--- config.mk ---
export PLATFORM = sky130hd
export DESIGN_NAME = twi_cmd_slave
export DESIGN_NICKNAME = d
export VERILOG_FILES = /design/src/rtl/twi_cmd_pkg.sv /design/src/rtl/twi_cmd_dp.sv /design/src/rtl/twi_cmd_ctrl.sv /design/src/rtl/twi_cmd_slave.sv
export SDC_FILE = /design/constraint.sdc
export NUM_CORES = 1
export LEC_CHECK = 0
export ABC_AREA = 1
export CAP_MARGIN = 20
export CORE_MARGIN = 2
export CORE_UTILIZATION = 54
export DETAILED_ROUTE_END_ITERATION = 16
export GPL_TIMING_DRIVEN = 0
export PLACE_DENSITY = 0.87
export SKIP_LAST_GASP = 1
export SYNTH_ARGS = -nofsm -noshare
export SYNTH_HDL_FRONTEND = slang
export SYNTH_SLANG_ARGS = --single-unit
--- constraint.sdc ---
create_clock -name clk -period 1.9 [get_ports clk]
set_clock_uncertainty 0.1 [all_clocks]
set_input_delay 0.19 -clock clk [delete_from_list [all_inputs] [get_ports clk]]
set_output_delay 0.19 -clock clk [all_outputs]
set_load 0.02 [all_outputs]
--- src/rtl/twi_cmd_pkg.sv ---
package twi_cmd_pkg;
  localparam int BYTE_W = 8;

  typedef struct packed {
    logic clrCnt;
    logic shiftIn;
    logic shiftTx;
    logic loadTx;
    logic loadPtr;
    logic incPtr;
    logic wrStb;
    logic ackOn;
    logic ackOff;
    logic txOn;
    logic txOff;
  } dpCtl_t;

  typedef struct packed {
    logic sclRise;
    logic sclFall;
    logic startDet;
    logic stopDet;
    logic bitLast;
    logic addrMatch;
    logic rwBit;
    logic sdaLvl;
  } dpStat_t;

  typedef enum logic [2:0] {ST_IDLE, ST_RX, ST_GOT, ST_ACK, ST_TX, ST_TXACK} state_t;
  typedef enum logic [1:0] {PH_ADDR, PH_CMD, PH_DATA} phase_t;
endpackage

--- src/rtl/twi_cmd_dp.sv ---
module twi_cmd_dp
  import twi_cmd_pkg::*;
#(
  parameter logic [BYTE_W-3:0] ADDR_PREFIX = 6'b011100,
  parameter int PTR_W = 8,
  parameter int SYNC_STAGES = 2
) (
  input  logic             clk,
  input  logic             rstN,
  input  logic             sclIn,
  input  logic             sdaIn,
  input  logic             addrStrap,
  input  dpCtl_t           ctl,
  output dpStat_t          stat,
  input  logic [BYTE_W-1:0] rdData,
  output logic [PTR_W-1:0] ptrOut,
  output logic [BYTE_W-1:0] rxByte,
  output logic             pullLow
);
  localparam int CNT_W = $clog2(BYTE_W);

  logic [SYNC_STAGES-1:0] sclPipe, sdaPipe;
  logic sclPrev, sdaPrev, sclSync, sdaSync;
  logic [BYTE_W-1:0] rxShift, txShift;
  logic [CNT_W-1:0] bitCnt;
  logic [PTR_W-1:0] ptr;
  logic ackDrive, txMode;

  assign sclSync = sclPipe[SYNC_STAGES-1];
  assign sdaSync = sdaPipe[SYNC_STAGES-1];

  // Line synchronizers; idle bus level is high
  always_ff @(posedge clk or negedge rstN) begin
    if (!rstN) begin
      sclPipe <= '1;
      sdaPipe <= '1;
      sclPrev <= 1'b1;
      sdaPrev <= 1'b1;
    end else begin
      sclPipe <= {sclPipe[SYNC_STAGES-2:0], sclIn};
      sdaPipe <= {sdaPipe[SYNC_STAGES-2:0], sdaIn};
      sclPrev <= sclSync;
      sdaPrev <= sdaSync;
    end
  end

  always_ff @(posedge clk or negedge rstN) begin
    if (!rstN) begin
      rxShift  <= '0;
      txShift  <= '0;
      bitCnt   <= '0;
      ptr      <= '0;
      ackDrive <= 1'b0;
      txMode   <= 1'b0;
    end else begin
      if (ctl.clrCnt) bitCnt <= '0;
      else if (ctl.shiftIn || ctl.shiftTx) bitCnt <= bitCnt + 1'b1;

      if (ctl.shiftIn) rxShift <= {rxShift[BYTE_W-2:0], sdaSync};

      if (ctl.loadTx) txShift <= rdData;
      else if (ctl.shiftTx) txShift <= {txShift[BYTE_W-2:0], 1'b0};

      if (ctl.loadPtr) ptr <= rxShift[PTR_W-1:0];
      else if (ctl.incPtr) ptr <= ptr + 1'b1;

      if (ctl.ackOff) ackDrive <= 1'b0;
      else if (ctl.ackOn) ackDrive <= 1'b1;

      if (ctl.txOff) txMode <= 1'b0;
      else if (ctl.txOn) txMode <= 1'b1;
    end
  end

  assign stat.sclRise   = sclSync & ~sclPrev;
  assign stat.sclFall   = ~sclSync & sclPrev;
  assign stat.startDet  = sclSync & sclPrev & sdaPrev & ~sdaSync;
  assign stat.stopDet   = sclSync & sclPrev & ~sdaPrev & sdaSync;
  assign stat.bitLast   = (bitCnt == CNT_W'(BYTE_W - 1));
  assign stat.addrMatch = (rxShift[BYTE_W-1:1] == {ADDR_PREFIX, addrStrap});
  assign stat.rwBit     = rxShift[0];
  assign stat.sdaLvl    = sdaSync;

  assign ptrOut  = ptr;
  assign rxByte  = rxShift;
  assign pullLow = ackDrive | (txMode & ~txShift[BYTE_W-1]);
endmodule

--- src/rtl/twi_cmd_ctrl.sv ---
module twi_cmd_ctrl
  import twi_cmd_pkg::*;
(
  input  logic    clk,
  input  logic    rstN,
  input  dpStat_t stat,
  output dpCtl_t  ctl
);
  state_t st, stN;
  phase_t ph, phN;
  logic goTx, goTxN;
  logic mAck, mAckN;

  always_ff @(posedge clk or negedge rstN) begin
    if (!rstN) begin
      st   <= ST_IDLE;
      ph   <= PH_ADDR;
      goTx <= 1'b0;
      mAck <= 1'b0;
    end else begin
      st   <= stN;
      ph   <= phN;
      goTx <= goTxN;
      mAck <= mAckN;
    end
  end

  always_comb begin
    ctl   = '0;
    stN   = st;
    phN   = ph;
    goTxN = goTx;
    mAckN = mAck;
    if (stat.startDet) begin
      ctl.ackOff = 1'b1;
      ctl.txOff  = 1'b1;
      ctl.clrCnt = 1'b1;
      stN = ST_RX;
      phN = PH_ADDR;
    end else if (stat.stopDet) begin
      ctl.ackOff = 1'b1;
      ctl.txOff  = 1'b1;
      stN = ST_IDLE;
    end else begin
      unique case (st)
        ST_IDLE: ;
        ST_RX: if (stat.sclRise) begin
          ctl.shiftIn = 1'b1;
          if (stat.bitLast) stN = ST_GOT;
        end
        ST_GOT: if (stat.sclFall) begin
          unique case (ph)
            PH_ADDR: if (stat.addrMatch) begin
              ctl.ackOn  = 1'b1;
              ctl.clrCnt = 1'b1;
              goTxN = stat.rwBit;
              phN   = PH_CMD;
              stN   = ST_ACK;
            end else begin
              stN = ST_IDLE;
            end
            PH_CMD: begin
              ctl.loadPtr = 1'b1;
              ctl.ackOn   = 1'b1;
              ctl.clrCnt  = 1'b1;
              phN = PH_DATA;
              stN = ST_ACK;
            end
            default: begin
              ctl.wrStb  = 1'b1;
              ctl.incPtr = 1'b1;
              ctl.ackOn  = 1'b1;
              ctl.clrCnt = 1'b1;
              stN = ST_ACK;
            end
          endcase
        end
        ST_ACK: if (stat.sclFall) begin
          ctl.ackOff = 1'b1;
          if (goTx) begin
            ctl.loadTx = 1'b1;
            ctl.txOn   = 1'b1;
            stN = ST_TX;
          end else begin
            stN = ST_RX;
          end
        end
        ST_TX: if (stat.sclFall) begin
          if (stat.bitLast) begin
            ctl.txOff = 1'b1;
            stN = ST_TXACK;
          end else begin
            ctl.shiftTx = 1'b1;
          end
        end
        ST_TXACK: begin
          if (stat.sclRise) begin
            mAckN = ~stat.sdaLvl;
            ctl.incPtr = 1'b1;
          end
          if (stat.sclFall) begin
            if (mAck) begin
              ctl.loadTx = 1'b1;
              ctl.txOn   = 1'b1;
              ctl.clrCnt = 1'b1;
              stN = ST_TX;
            end else begin
              stN = ST_IDLE;
            end
          end
        end
        default: stN = ST_IDLE;
      endcase
    end
  end
endmodule

--- src/rtl/twi_cmd_slave.sv ---
module twi_cmd_slave
  import twi_cmd_pkg::*;
#(
  parameter logic [5:0] ADDR_PREFIX = 6'b011100,
  parameter int PTR_W = 8,
  parameter int SYNC_STAGES = 2
) (
  input  logic             clk,
  input  logic             rstN,
  input  logic             sclIn,
  input  logic             sdaIn,
  input  logic             addrStrap,
  output logic             sdaPullLow,
  output logic             regWrEn,
  output logic [PTR_W-1:0] regAddr,
  output logic [7:0]       regWrData,
  input  logic [7:0]       regRdData
);
  dpCtl_t  ctl;
  dpStat_t stat;

  twi_cmd_dp #(
    .ADDR_PREFIX(ADDR_PREFIX),
    .PTR_W(PTR_W),
    .SYNC_STAGES(SYNC_STAGES)
  ) u_dp (
    .clk(clk),
    .rstN(rstN),
    .sclIn(sclIn),
    .sdaIn(sdaIn),
    .addrStrap(addrStrap),
    .ctl(ctl),
    .stat(stat),
    .rdData(regRdData),
    .ptrOut(regAddr),
    .rxByte(regWrData),
    .pullLow(sdaPullLow)
  );

  twi_cmd_ctrl u_ctrl (
    .clk(clk),
    .rstN(rstN),
    .stat(stat),
    .ctl(ctl)
  );

  assign regWrEn = ctl.wrStb;
endmodule

==> flow_metrics.py <==
metrics = {
    "logic_synthesis": {
        "seq_area_frac_synth_pct": 46.69,
        "ys_types": 32,
        "synth_area_per_cell_sq_um": 7.872,
        "synth-seq-cells": 42,
        "synthTopCellsByCount": "nand2_1, inv_1, dfrtp_1",
        "yosysWarningCount": 0,
        "syn-cell-area_sq_um": 2267,
        "yosysMostFrequentCell": "nand2_1",
        "synth_edf_count": 0,
        "synth_nets": 304,
        "synth-main-ff-cell": "dfrtp_1",
        "synth_top_cell_by_area": "dfrtp_1",
        "synth-async-reset-ratio_pct": 100.0,
        "synthTopCellsByArea": "dfrtp_1, nand2_1, dfstp_2",
        "synth.top_cell.area_share_pct": 39.74,
        "postSynthCellCount": 288,
    },
    "setup_path": {
        "cp_max_fo": 5,
        "r2r_slack_ns": 0.16,
        "worstPathArrival_ns": 1.48,
        "critPathKind": "flop to primary output",
        "cp.required_ns": 1.61,
        "endpoint_kind": "primary output",
        "startpoint_type": "flop",
    },
    "placement": {
        "io_buffers": 30,
        "gp_congestion": 0.9484,
        "dp_slack_ns": -0.07598,
        "dp.final_hpwl_um": 3497,
    },
    "global_route": {
        "antenna_found_initial": 0,
        "grt_pass1_vias": 1766,
        "grt_first_pass_wirelength_um": 7665,
        "grtUsageTotal_pct": 21.77,
        "overflow": 0,
        "grt_start_max_net_pins": 26,
    },
    "clocking": {
        "cts_tree": "done",
        "clock_sinks": 42,
        "numCtsBuffers": 5,
        "clk_latency_ns": 0.30,
        "clk_path_buf_depth": 2,
        "cts.htree.levels": 2,
        "clkSlewWorstSetupHoldPaths_ns": 0.09,
        "cts-root-buf": "clkbuf_8",
    },
    "layout": {
        "area_delta_synth_final_pct": 24.06,
        "post-route-util_pct": 69.81,
        "fin_nets": 346,
        "antennaDiodeCount": 0,
        "drive_gt1_share_pct": 16.62,
        "fillers": 320,
    },
    "timing": {
        "setup_slack_ns": 0.1337,
        "fmax_mhz": 566.2,
        "hold_viol_final": 0,
        "tightestPinTransition_ns": 0.4715,
        "finalCriticalPeriod_ns": 1.766,
        "setup_viol": 0,
        "finalMaxSlewViolations": 0,
        "fin_hold_ws_ns": 0.1937,
        "fin_tns_setup_ns": 0,
        "post-route-period-util_pct": 92.96,
        "slew_headroom_pct": 68.57,
    },
    "route": {
        "via_count": 1988,
        "first_pass_iters": 4,
        "post_drt_wl_per_cell_um": 12.76,
        "drcViolationCount": 0,
        "wl_um": 4862,
        "vias_per_cell": 5.218,
        "drtAntennaViolNets": 0,
        "drt-initial-drc-count": 200,
    },
    "floorplan": {
        "num_rows": 23,
        "fp.dieW_um": 68.80,
        "initial_utilization_pct": 56.27,
        "core_area_sq_um": 4029,
        "num_io_pins": 31,
        "fp.dieArea_sq_um": 4733,
        "die_h_um": 68.80,
    },
    "power_and_ir_drop": {
        "p_per_area_nw_per_um2": 1149,
        "power_leakage_nw": 1.412,
        "peakVddDrop_mv": 0.6734,
    },
    "outcome": {
        "outcome": "finished clean",
    },
    "job": {
        "drv_cap": 0,
    },
    "hold_path": {
        "hold_class": "input port to flop",
    },
}
-- routing by layer --
metal / wire length, um / vias to the layer above / GRT usage [%]
li1: - / 996 / -
met1: 2185 / 933 / 28.75
met2: 2384 / 51 / 36.06
met3: 232 / 8 / 5.357
met4: 59 / 0 / 5.392
met5: 0 / - / 0
-- sequential cells by signal, indices dropped and copies added (netlist names), 2 cells and up --
register / cells
u_ctrl.ph: 2
u_ctrl.st: 3
u_dp.bitCnt: 3
u_dp.ptrOut: 8
u_dp.rxByte: 8
u_dp.sclPipe: 2
u_dp.sdaPipe: 2
u_dp.txShift: 8
-- cell usage in the layout, fill, tap and decap left out, types with 4 or more instances in the layout --
master,instances
nor2_1,19
clkbuf_8,5
dfstp_2,6
o21ai_1,4
buf_4,5
nand3_1,19
o21ai_2,5
inv_1,40
nand2_1,83
nand3_2,4
o21ai_0,24
clkdlybuf4s50_1,28
a21oi_1,6
nand2_2,5
dfrtp_1,36
-- per-stage QoR --
step / cells / power [mW] / area (sq um)
final: 381 / 3.231 / 2813
after global placement: 368 / 2.452 / 2630
after detailed placement: 369 / 2.504 / 2653
after CTS: 378 / 3.215 / 2774
after global routing: 381 / 3.421 / 2813
after floorplan: 288 / 2.080 / 2267
-- critical path, cell delays in order, from the launching register on --
cell             delay (ns)
dfrtp_1                0.44
buf_4                  0.14
clkdlybuf4s50_1        0.59
-- cell families after synthesis --
kind of cell,after synthesis,synth area share [%]
compound gates,48,12.42
flops,42,46.69
xor+xnor,3,1.159
fa+ha+maj,3,1.656
simple gates,143,28.64
buf+inv,49,9.437
-- final cells by class --
cell class                      instances  area [sq um]  area share [%]
Timing Repair Buffer                   35         350.3           12.46
Sequential cell                        42          1059           37.63
Clock inverter                          2         37.54           1.335
Multi-Input combinational cell        197          1017           36.17
Tap cell                               50         62.56           2.224
Clock buffer                            6         72.57           2.580
Inverter                               44         167.7           5.961
Buffer                                  5         46.29           1.646
-- power by group --
| group | total (mW) | switching, mW | internal [mW] |
|---|---|---|---|
| clock network | 0.713 | 0.321 | 0.392 |
| logic | 1.15 | 0.651 | 0.499 |
| registers | 1.37 | 0.219 | 1.15 |
| total | 3.23 | 1.19 | 2.04 |
-- worst paths after layout --
kind	startpoint	endpoint	depth (start not counted)
min	sdaIn	u_dp.sdaPipe[0]	1
min reg2reg	u_dp.sdaPipe[0]	u_dp.sdaPipe[1]	0
max in group asynchronous	rstN	u_dp.sdaPrev	3
max	u_dp.rxByte[0]	regWrData[0]	2
min in group asynchronous	rstN	u_dp.rxByte[6]	2
max reg2reg	u_ctrl.st[1]	u_dp.txShift[7]	8
-- what timing repair did --
item	in CTS	in global routing
buffers inserted	0	3
hold endpoints to repair	17	0
resized for setup	4	6
hold buffers	1	0
endpoints found under the setup margin	1	7
Note: power is estimated with default switching activity, not from simulation.
